[src/rtl/lcd_seq_pkg.sv]
package lcd_seq_pkg;

  typedef enum logic [1:0] {
    MD_HBLANK = 2'd0,
    MD_VBLANK = 2'd1,
    MD_SEARCH = 2'd2,
    MD_XFER   = 2'd3
  } lcd_mode_e;

  typedef struct packed {
    logic spr_rd;
    logic spr_wr;
    logic vid_rd;
    logic vid_wr;
  } blk_t;

endpackage

[src/rtl/lcd_seq_counter.sv]
module lcd_seq_counter #(
  parameter int LINE_DOTS        = 456,
  parameter int FIRST_LINE_DOTS  = 448,
  parameter int FRAME_LINES      = 154,
  parameter int ACTIVE_LINES     = 144,
  parameter int XFER_START       = 84,
  parameter int FIRST_XFER_START = 76,
  parameter int FINE_W           = 3,
  parameter int DOT_W            = $clog2(LINE_DOTS),
  parameter int LINE_W           = $clog2(FRAME_LINES)
) (
  input  logic              clk,
  input  logic              rst_n,
  input  logic              en,
  input  logic [FINE_W-1:0] fine_scroll,
  output logic              nxt_on,
  output logic              nxt_first,
  output logic [DOT_W-1:0]  nxt_dot,
  output logic [LINE_W-1:0] nxt_line,
  output logic [FINE_W-1:0] nxt_fs
);

  localparam logic [DOT_W-1:0]  D_LAST  = DOT_W'(LINE_DOTS - 1);
  localparam logic [DOT_W-1:0]  D_FLAST = DOT_W'(FIRST_LINE_DOTS - 1);
  localparam logic [DOT_W-1:0]  D_XS    = DOT_W'(XFER_START);
  localparam logic [DOT_W-1:0]  D_FXS   = DOT_W'(FIRST_XFER_START);
  localparam logic [LINE_W-1:0] L_LAST  = LINE_W'(FRAME_LINES - 1);
  localparam logic [LINE_W-1:0] L_ACT   = LINE_W'(ACTIVE_LINES);

  logic              on_q, first_q;
  logic [DOT_W-1:0]  dot_q;
  logic [LINE_W-1:0] line_q;
  logic [FINE_W-1:0] fs_q;
  logic              latch;

  // Next-state of the dot/line position; decode downstream works on these.
  always_comb begin
    nxt_on    = on_q;
    nxt_first = first_q;
    nxt_dot   = dot_q;
    nxt_line  = line_q;
    if (!en) begin
      nxt_on    = 1'b0;
      nxt_first = 1'b1;
      nxt_dot   = '0;
      nxt_line  = '0;
    end else if (!on_q) begin
      nxt_on    = 1'b1;
      nxt_first = 1'b1;
      nxt_dot   = '0;
      nxt_line  = '0;
    end else if (dot_q == (first_q ? D_FLAST : D_LAST)) begin
      nxt_dot   = '0;
      nxt_first = 1'b0;
      nxt_line  = (line_q == L_LAST) ? '0 : line_q + 1'b1;
    end else begin
      nxt_dot   = dot_q + 1'b1;
    end
  end

  // Scroll is sampled once per visible line, on the dot transfer begins.
  assign latch  = nxt_on && (nxt_line < L_ACT) &&
                  (nxt_dot == (nxt_first ? D_FXS : D_XS));
  assign nxt_fs = latch ? fine_scroll : fs_q;

  always_ff @(posedge clk) begin
    if (!rst_n) begin
      on_q    <= 1'b0;
      first_q <= 1'b1;
      dot_q   <= '0;
      line_q  <= '0;
      fs_q    <= '0;
    end else begin
      on_q    <= nxt_on;
      first_q <= nxt_first;
      dot_q   <= nxt_dot;
      line_q  <= nxt_line;
      fs_q    <= nxt_fs;
    end
  end

  p_dot_span_r1: assert property (@(posedge clk) disable iff (!rst_n)
    on_q |-> (dot_q <= D_LAST));

  p_line_span_r1: assert property (@(posedge clk) disable iff (!rst_n)
    on_q |-> (line_q <= L_LAST));

  p_first_short_r8: assert property (@(posedge clk) disable iff (!rst_n)
    (on_q && first_q) |-> (dot_q <= D_FLAST && line_q == '0));

  p_scroll_hold_r3: assert property (@(posedge clk) disable iff (!rst_n)
    !$stable(fs_q) |-> (dot_q == D_XS || dot_q == D_FXS));

  p_off_parks_r11: assert property (@(posedge clk) disable iff (!rst_n)
    !en |=> (!on_q && dot_q == '0 && line_q == '0));

endmodule

[src/rtl/lcd_seq_phase.sv]
module lcd_seq_phase
  import lcd_seq_pkg::*;
#(
  parameter int SEARCH_DOTS      = 80,
  parameter int XFER_DOTS        = 172,
  parameter int FIRST_XFER_DOTS  = 174,
  parameter int LEAD             = 4,
  parameter int ACTIVE_LINES     = 144,
  parameter int FRAME_LINES      = 154,
  parameter int FINE_W           = 3,
  parameter int DOT_W            = 9,
  parameter int LINE_W           = 8
) (
  input  logic              on,
  input  logic              first,
  input  logic [DOT_W-1:0]  dot,
  input  logic [LINE_W-1:0] line,
  input  logic [FINE_W-1:0] fs,
  output lcd_mode_e         mode,
  output blk_t              blk,
  output logic [LINE_W-1:0] ly,
  output logic [LINE_W-1:0] cmp,
  output logic              cmp_ok,
  output logic              hdma,
  output logic              vbl
);

  localparam logic [DOT_W-1:0]  D_STEP  = DOT_W'(LEAD);
  localparam logic [DOT_W-1:0]  D_STEP2 = DOT_W'(2 * LEAD);
  localparam logic [DOT_W-1:0]  D_STEP3 = DOT_W'(3 * LEAD);
  localparam logic [DOT_W-1:0]  D_SRCH  = DOT_W'(SEARCH_DOTS);
  localparam logic [DOT_W-1:0]  D_XS    = DOT_W'(SEARCH_DOTS + LEAD);
  localparam logic [DOT_W-1:0]  D_FXS   = DOT_W'(SEARCH_DOTS - LEAD);
  localparam logic [DOT_W-1:0]  D_XLEN  = DOT_W'(XFER_DOTS);
  localparam logic [DOT_W-1:0]  D_FXLEN = DOT_W'(FIRST_XFER_DOTS);
  localparam logic [LINE_W-1:0] L_ACT   = LINE_W'(ACTIVE_LINES);
  localparam logic [LINE_W-1:0] L_LAST  = LINE_W'(FRAME_LINES - 1);

  logic [DOT_W-1:0] fs_ext, xfer_end, first_end;
  logic             in_xfer, in_first_xfer;

  assign fs_ext        = DOT_W'(fs);
  assign xfer_end      = D_XS + D_XLEN + fs_ext;
  assign first_end     = D_FXS + D_FXLEN + fs_ext;
  assign in_xfer       = (dot >= D_XS) && (dot < xfer_end);
  assign in_first_xfer = (dot >= D_FXS) && (dot < first_end);

  always_comb begin
    mode   = MD_HBLANK;
    blk    = '0;
    ly     = line;
    cmp    = line;
    cmp_ok = 1'b1;
    hdma   = 1'b0;
    vbl    = 1'b0;
    if (!on) begin
      ly  = '0;
      cmp = '0;
    end else if (first) begin
      // shortened opening line: idle, then fully blocked transfer
      if (in_first_xfer) begin
        mode = MD_XFER;
        blk  = '1;
      end
    end else if (line < L_ACT) begin
      if (in_xfer)
        mode = MD_XFER;
      else if (dot >= D_STEP && dot < D_XS)
        mode = MD_SEARCH;
      blk.spr_rd = dot < xfer_end;
      blk.spr_wr = in_xfer || (dot >= D_STEP && dot < D_SRCH);
      blk.vid_rd = (dot >= D_SRCH) && (dot < xfer_end);
      blk.vid_wr = in_xfer;
      cmp_ok     = !(dot < D_STEP && line != '0);
      hdma       = dot == xfer_end;
    end else if (line != L_LAST) begin
      mode   = (line == L_ACT && dot < D_STEP) ? MD_HBLANK : MD_VBLANK;
      cmp_ok = dot >= D_STEP;
      vbl    = (line == L_ACT) && (dot == D_STEP);
    end else begin
      // final line: reported line wraps early, compare lags behind it
      mode = MD_VBLANK;
      if (dot >= D_STEP)
        ly = '0;
      if (dot < D_STEP)
        cmp_ok = 1'b0;
      else if (dot < D_STEP2)
        cmp = L_LAST;
      else if (dot < D_STEP3)
        cmp_ok = 1'b0;
      else
        cmp = '0;
    end
    if (!cmp_ok)
      cmp = '0;
  end

endmodule

[src/rtl/lcd_seq_pixel.sv]
module lcd_seq_pixel #(
  parameter int XFER_START   = 84,
  parameter int PIX_STEPS    = 167,
  parameter int H_PIXELS     = 160,
  parameter int ACTIVE_LINES = 144,
  parameter int FINE_W       = 3,
  parameter int DOT_W        = 9,
  parameter int LINE_W       = 8,
  parameter int X_W          = 8
) (
  input  logic              on,
  input  logic              first,
  input  logic [DOT_W-1:0]  dot,
  input  logic [LINE_W-1:0] line,
  input  logic [FINE_W-1:0] fs,
  output logic              strobe,
  output logic [X_W-1:0]    x
);

  localparam logic [DOT_W-1:0]  D_XS    = DOT_W'(XFER_START);
  localparam logic [DOT_W-1:0]  D_STEPS = DOT_W'(PIX_STEPS);
  localparam logic [DOT_W-1:0]  D_HPIX  = DOT_W'(H_PIXELS);
  localparam logic [LINE_W-1:0] L_ACT   = LINE_W'(ACTIVE_LINES);

  logic [DOT_W-1:0] pos, fs_ext, xs;
  logic             in_run;

  assign fs_ext = DOT_W'(fs);
  assign pos    = dot - D_XS;
  assign in_run = on && !first && (line < L_ACT) && (dot >= D_XS) && (pos < D_STEPS);
  assign xs     = pos - fs_ext;
  assign strobe = in_run && (pos >= fs_ext) && (xs < D_HPIX);
  assign x      = strobe ? xs[X_W-1:0] : '0;

endmodule

[src/rtl/lcd_dot_sequencer.sv]
module lcd_dot_sequencer
  import lcd_seq_pkg::*;
#(
  parameter int LINE_DOTS        = 456,
  parameter int SEARCH_DOTS      = 80,
  parameter int XFER_DOTS        = 172,
  parameter int ACTIVE_LINES     = 144,
  parameter int FRAME_LINES      = 154,
  parameter int H_PIXELS         = 160,
  parameter int FINE_W           = 3,
  parameter int LEAD             = 4,
  parameter int FIRST_XFER_EXTRA = 2,
  parameter int DOT_W            = $clog2(LINE_DOTS),
  parameter int LINE_W           = $clog2(FRAME_LINES),
  parameter int X_W              = $clog2(H_PIXELS)
) (
  input  logic              clk,
  input  logic              rst_n,
  input  logic              disp_en,
  input  logic [FINE_W-1:0] fine_scroll,
  output logic [LINE_W-1:0] line_num,
  output logic [1:0]        mode,
  output logic [LINE_W-1:0] cmp_line,
  output logic              cmp_valid,
  output logic              spr_rd_blk,
  output logic              spr_wr_blk,
  output logic              vid_rd_blk,
  output logic              vid_wr_blk,
  output logic              hblank_dma,
  output logic              vblank_irq,
  output logic              pix_strobe,
  output logic [X_W-1:0]    pix_x
);

  localparam int FIRST_LINE_DOTS  = LINE_DOTS - 2 * LEAD;
  localparam int XFER_START       = SEARCH_DOTS + LEAD;
  localparam int FIRST_XFER_START = SEARCH_DOTS - LEAD;
  localparam int FIRST_XFER_DOTS  = XFER_DOTS + FIRST_XFER_EXTRA;
  localparam int PIX_STEPS        = H_PIXELS + (2 ** FINE_W) - 1;
  localparam logic [LINE_W-1:0] L_ACT = LINE_W'(ACTIVE_LINES);
  localparam logic [X_W-1:0]    X_LIM = X_W'(H_PIXELS);

  logic              n_on, n_first;
  logic [DOT_W-1:0]  n_dot;
  logic [LINE_W-1:0] n_line;
  logic [FINE_W-1:0] n_fs;

  lcd_mode_e         d_mode;
  blk_t              d_blk;
  logic [LINE_W-1:0] d_ly, d_cmp;
  logic              d_cmp_ok, d_hdma, d_vbl, d_strobe;
  logic [X_W-1:0]    d_x;

  lcd_seq_counter #(
    .LINE_DOTS(LINE_DOTS), .FIRST_LINE_DOTS(FIRST_LINE_DOTS),
    .FRAME_LINES(FRAME_LINES), .ACTIVE_LINES(ACTIVE_LINES),
    .XFER_START(XFER_START), .FIRST_XFER_START(FIRST_XFER_START),
    .FINE_W(FINE_W), .DOT_W(DOT_W), .LINE_W(LINE_W)
  ) u_counter (
    .clk(clk), .rst_n(rst_n), .en(disp_en), .fine_scroll(fine_scroll),
    .nxt_on(n_on), .nxt_first(n_first), .nxt_dot(n_dot),
    .nxt_line(n_line), .nxt_fs(n_fs)
  );

  lcd_seq_phase #(
    .SEARCH_DOTS(SEARCH_DOTS), .XFER_DOTS(XFER_DOTS),
    .FIRST_XFER_DOTS(FIRST_XFER_DOTS), .LEAD(LEAD),
    .ACTIVE_LINES(ACTIVE_LINES), .FRAME_LINES(FRAME_LINES),
    .FINE_W(FINE_W), .DOT_W(DOT_W), .LINE_W(LINE_W)
  ) u_phase (
    .on(n_on), .first(n_first), .dot(n_dot), .line(n_line), .fs(n_fs),
    .mode(d_mode), .blk(d_blk), .ly(d_ly), .cmp(d_cmp), .cmp_ok(d_cmp_ok),
    .hdma(d_hdma), .vbl(d_vbl)
  );

  lcd_seq_pixel #(
    .XFER_START(XFER_START), .PIX_STEPS(PIX_STEPS), .H_PIXELS(H_PIXELS),
    .ACTIVE_LINES(ACTIVE_LINES), .FINE_W(FINE_W), .DOT_W(DOT_W),
    .LINE_W(LINE_W), .X_W(X_W)
  ) u_pixel (
    .on(n_on), .first(n_first), .dot(n_dot), .line(n_line), .fs(n_fs),
    .strobe(d_strobe), .x(d_x)
  );

  lcd_mode_e mode_q;

  always_ff @(posedge clk) begin
    if (!rst_n) begin
      line_num   <= '0;
      mode_q     <= MD_HBLANK;
      cmp_line   <= '0;
      cmp_valid  <= 1'b1;
      spr_rd_blk <= 1'b0;
      spr_wr_blk <= 1'b0;
      vid_rd_blk <= 1'b0;
      vid_wr_blk <= 1'b0;
      hblank_dma <= 1'b0;
      vblank_irq <= 1'b0;
      pix_strobe <= 1'b0;
      pix_x      <= '0;
    end else begin
      line_num   <= d_ly;
      mode_q     <= d_mode;
      cmp_line   <= d_cmp;
      cmp_valid  <= d_cmp_ok;
      spr_rd_blk <= d_blk.spr_rd;
      spr_wr_blk <= d_blk.spr_wr;
      vid_rd_blk <= d_blk.vid_rd;
      vid_wr_blk <= d_blk.vid_wr;
      hblank_dma <= d_hdma;
      vblank_irq <= d_vbl;
      pix_strobe <= d_strobe;
      pix_x      <= d_x;
    end
  end

  assign mode = mode_q;

  p_strobe_in_xfer_r7: assert property (@(posedge clk) disable iff (!rst_n)
    pix_strobe |-> (mode == 2'd3 && pix_x < X_LIM));

  p_dma_ends_xfer_r6: assert property (@(posedge clk) disable iff (!rst_n)
    hblank_dma |-> (mode == 2'd0 && $past(mode) == 2'd3));

  p_vblank_entry_r9: assert property (@(posedge clk) disable iff (!rst_n)
    vblank_irq |-> (mode == 2'd1 && line_num == L_ACT && $past(mode) == 2'd0));

  p_vid_write_nest_r4: assert property (@(posedge clk) disable iff (!rst_n)
    vid_wr_blk |-> (vid_rd_blk && spr_rd_blk && spr_wr_blk));

  p_search_blocks_r4: assert property (@(posedge clk) disable iff (!rst_n)
    (mode == 2'd2) |-> spr_rd_blk);

  p_off_outputs_r11: assert property (@(posedge clk) disable iff (!rst_n)
    !disp_en |=> (line_num == '0 && mode == 2'd0 && cmp_valid && cmp_line == '0 &&
                  !spr_rd_blk && !spr_wr_blk && !vid_rd_blk && !vid_wr_blk &&
                  !hblank_dma && !pix_strobe));

endmodule

[config.mk]
export PLATFORM = sky130hd
export DESIGN_NAME = lcd_dot_sequencer
export DESIGN_NICKNAME = d
export VERILOG_FILES = /design/src/rtl/lcd_seq_pkg.sv /design/src/rtl/lcd_seq_counter.sv /design/src/rtl/lcd_seq_phase.sv /design/src/rtl/lcd_seq_pixel.sv /design/src/rtl/lcd_dot_sequencer.sv
export SDC_FILE = /design/constraint.sdc
export NUM_CORES = 1
export LEC_CHECK = 0
export BUFFER_PORTS_ARGS = -buffer_cell sky130_fd_sc_hd__buf_2
export CORE_ASPECT_RATIO = 0.75
export CORE_UTILIZATION = 45
export DETAILED_ROUTE_END_ITERATION = 16
export PLACE_DENSITY = 0.69
export SETUP_SLACK_MARGIN = 0.4
export SYNTH_ARGS = -nofsm -noshare
export SYNTH_HDL_FRONTEND = slang
export SYNTH_SLANG_ARGS = --single-unit
[constraint.sdc]
create_clock -name clk -period 5.3 [get_ports clk]
set_input_delay 0.53 -clock clk [delete_from_list [all_inputs] [get_ports clk]]
set_output_delay 0.53 -clock clk [all_outputs]
set_load 0.01 [all_outputs]
==> flow_metrics.tcl <==
set metrics [dict create \
    synthArstFlopShare_pct 0 \
    powerDensity_nw_per_um2 169 \
    grt_overflow 0 \
    totalWireLength_um 9790 \
    fill_cells 715 \
    synth_cell_type_count 76 \
    clk_pin_slew_ns 0.11 \
    wl_met1_um 4720 \
    r2r_slack_ns 0.74 \
    holdWs_ns 0.508 \
    final_cells 562 \
    critPathKind "register to register" \
    grt_use_total_pct 23.6 \
    synth_commonest_cells "dfxtp_1, nor2_1, nand2_1" \
    route.met2.wl_um 3870 \
    maxCapViolCount 0 \
    cts-root-buf "clkbuf_8" \
    fp.dieH_um 79.7 \
    cp.arrival_ns 4.81 \
    initial_utilization_pct 47.9 \
    synth_area_leaders "dfxtp_1, ha_1, nor2_1, xnor2_1, nand2_1" \
    peakVddDrop_mv 0.108 \
    dp_hpwl_um 7400 \
    wl_per_cell_um 17.4 \
    setup_tns_ns 0 \
    first_global_vias 3010 \
    yosys_warnings 0 \
    cts_hold_buf 0 \
    cp-start-kind "register" \
    grt_max_degree 19 \
    fmax_mhz 220 \
    final_util_pct 53.6 \
    cts_sinks 56 \
    hold_depth 3 \
    reg2regPathDepth 18 \
    drtIter0Drc 350 \
    power_mw 0.686 \
    ys.flop_type "dfxtp_1" \
    met3_length_um 1140 \
    place_ws_ns 0.319 \
    grt_pass1_wl_um 15500 \
    ys_ff_latch 56 \
    synth.most_common_cell "dfxtp_1" \
    setup_viol 0 \
    vias_per_cell 6.08 \
    synth_top_area_share_pct 30.9 \
    layout_setup_ws_ns 0.745 \
    drive_gt1_share_pct 22.3 \
    cellLeakagePower_nw 1.58 \
    via_count 3415 \
    drc 0 \
    h-tree-depth 2 \
    port-buffer-count 39 \
    cts_buffer_depth 2 \
    post_cts_buffers 0 \
    hp-start "fine_scroll[1]" \
    worstPathRequired_ns 5.55 \
    fin_crit_sh_pct 85.9 \
    seqCellArea_um2 1130 \
    nets 486 \
    clk_latency_ns 0.32 \
    core_region_area_um2 7570 \
    gp_congestion 0.936 \
    syn2layout_area_growth_pct 12.0 \
    multiInputGateArea_um2 2370 \
    antenna_left 0 \
    cts_made_buffers 5 \
    syn_avg_cell_area_um2 8.50 \
    placed_cells 554 \
    stdcell_area_um2 4060 \
    reg2reg_from "u_counter.dot_q[0]$_SDFF_PN0_" \
    ys_seq_area_share_pct 30.9 \
    rows 27 \
    placed_area_um2 3890 \
    hold_path.class "input port to register" \
    slew_viol_final 0 \
    worstSetupEndpointType "register" \
    syn_inst 426 \
    antenna_found_initial 0 \
    hold_viol 0 \
    status "finished clean" \
    worstMarginPinSlew_ns 1.14 \
    syn_nets 452 \
    first_pass_iters 5 \
    rr_endpoint "mode[0]$_SDFF_PN0_" \
    fin_skew_ns 0.0120 \
    yosysTopAreaCell "dfxtp_1" \
    die_w_um 106 \
    rsz0062_at_grt "no" \
    ios 40 \
    die_area_um2 8420 \
    top_layer_used "met4" \
    n_antenna_cell 0 \
    synth_edf_count 0 \
    relSlewSlack_pct 24.0 \
    syn_area_um2 3620 \
    whs_endpoint "u_counter.fs_q[1]$_SDFF_PN0_" \
    layout_min_cycle_time_ns 4.56 \
    cts_tree "done" \
    cp_max_fo 11 \
]
placed cells by master (no fill, tap or decap), drive strengths merged, types with 6 or more instances in the layout:
cell,instances
and3,12
nor4,6
buf,48
nand3,14
o21ai,18
o211ai,8
a211oi,7
nand4,12
and2,13
a21oi,20
ha,19
nand2,28
dfxtp,56
o31ai,6
xnor2,13
nor2,41
nor2b,9
inv,21
o21a,9
nor3,20
flip-flops by register name, summed over array words and instances (netlist names), 2 cells and up:
| register | count |
|---|---|
| u_counter.dot_q | 9 |
| cmp_line | 8 |
| line_num | 8 |
| pix_x | 8 |
| u_counter.line_q | 8 |
| u_counter.fs_q | 3 |
| mode | 2 |
per-layer routing:
layer / vias up / global-route usage, %
met2: 176 / 31.4
met4: 0 / 4.58
met3: 9 / 7.76
met1: 1593 / 36.1
met5: - / 0
li1: 1637 / -
how the worst max path moves through the flow:
stage          slack, ns                     startpoint  cells after the start                 end
5_1_grt             0.40  u_counter.dot_q[0]$_SDFF_PN0_                     19  mode[0]$_SDFF_PN0_
6_report            0.74  u_counter.dot_q[0]$_SDFF_PN0_                     18  mode[0]$_SDFF_PN0_
3_3_place_gp        0.49  u_counter.dot_q[0]$_SDFF_PN0_                     18  mode[0]$_SDFF_PN0_
3_5_place_dp        0.32  u_counter.dot_q[0]$_SDFF_PN0_                     18  mode[0]$_SDFF_PN0_
2_1_floorplan       0.97  u_counter.dot_q[1]$_SDFF_PN0_                     21  mode[0]$_SDFF_PN0_
4_1_cts             0.42  u_counter.dot_q[0]$_SDFF_PN0_                     18  mode[0]$_SDFF_PN0_
final cells by class:
type | count | share of cell area [%]
multi-input combinational | 329 | 58.5
sequential | 56 | 27.8
timing repair buffer | 48 | 6.48
clock inverter | 3 | 0.555
inverter | 20 | 1.85
tap | 101 | 3.11
clock buffer | 5 | 1.70
critical path, stage by stage, from the launching register on:
cell and delay (ns):
dfxtp_2 0.49, ha_4 0.24, and4_4 0.31, nand4_1 0.16
o21a_1 0.26, a211oi_4 0.31, o2111ai_2 0.23, mux2i_2 0.28
inv_1 0.14, ha_1 0.30, inv_1 0.04, ha_1 0.28
o21a_1 0.10, o21ai_0 0.18, a21oi_1 0.10, o31a_1 0.33
a2111oi_4 0.38, o21a_1 0.23, o21bai_1 0.11
logic make-up (layout without fill, tap and decap cells):
| kind of cell | Yosys count | count (layout) | synth area share (%) |
|---|---|---|---|
| AOI/OAI and AO/OA | 110 | 110 | 23.2 |
| xor gates and xnor gates | 15 | 15 | 3.83 |
| adders and majority gates | 20 | 20 | 7.12 |
| buffers and inverters | 41 | 76 | 5.42 |
| DFF | 56 | 56 | 31.0 |
| muxes | 6 | 6 | 1.69 |
| and+or+nand+nor | 178 | 178 | 27.7 |
power breakdown:
part	internal (mW)	switching, mW	total (mW)
clock	0.0952	0.151	0.247
sequential	0.421	0.00100	0.422
combinational	0.00477	0.0123	0.0171
total	0.521	0.165	0.686
timing repair:
action,in CTS,in global routing
setup endpoints to repair,15,15
pin swaps,0,1
gates resized for setup,3,18
hold endpoints to repair,0,0
Note: power is estimated with default switching activity, not from simulation.
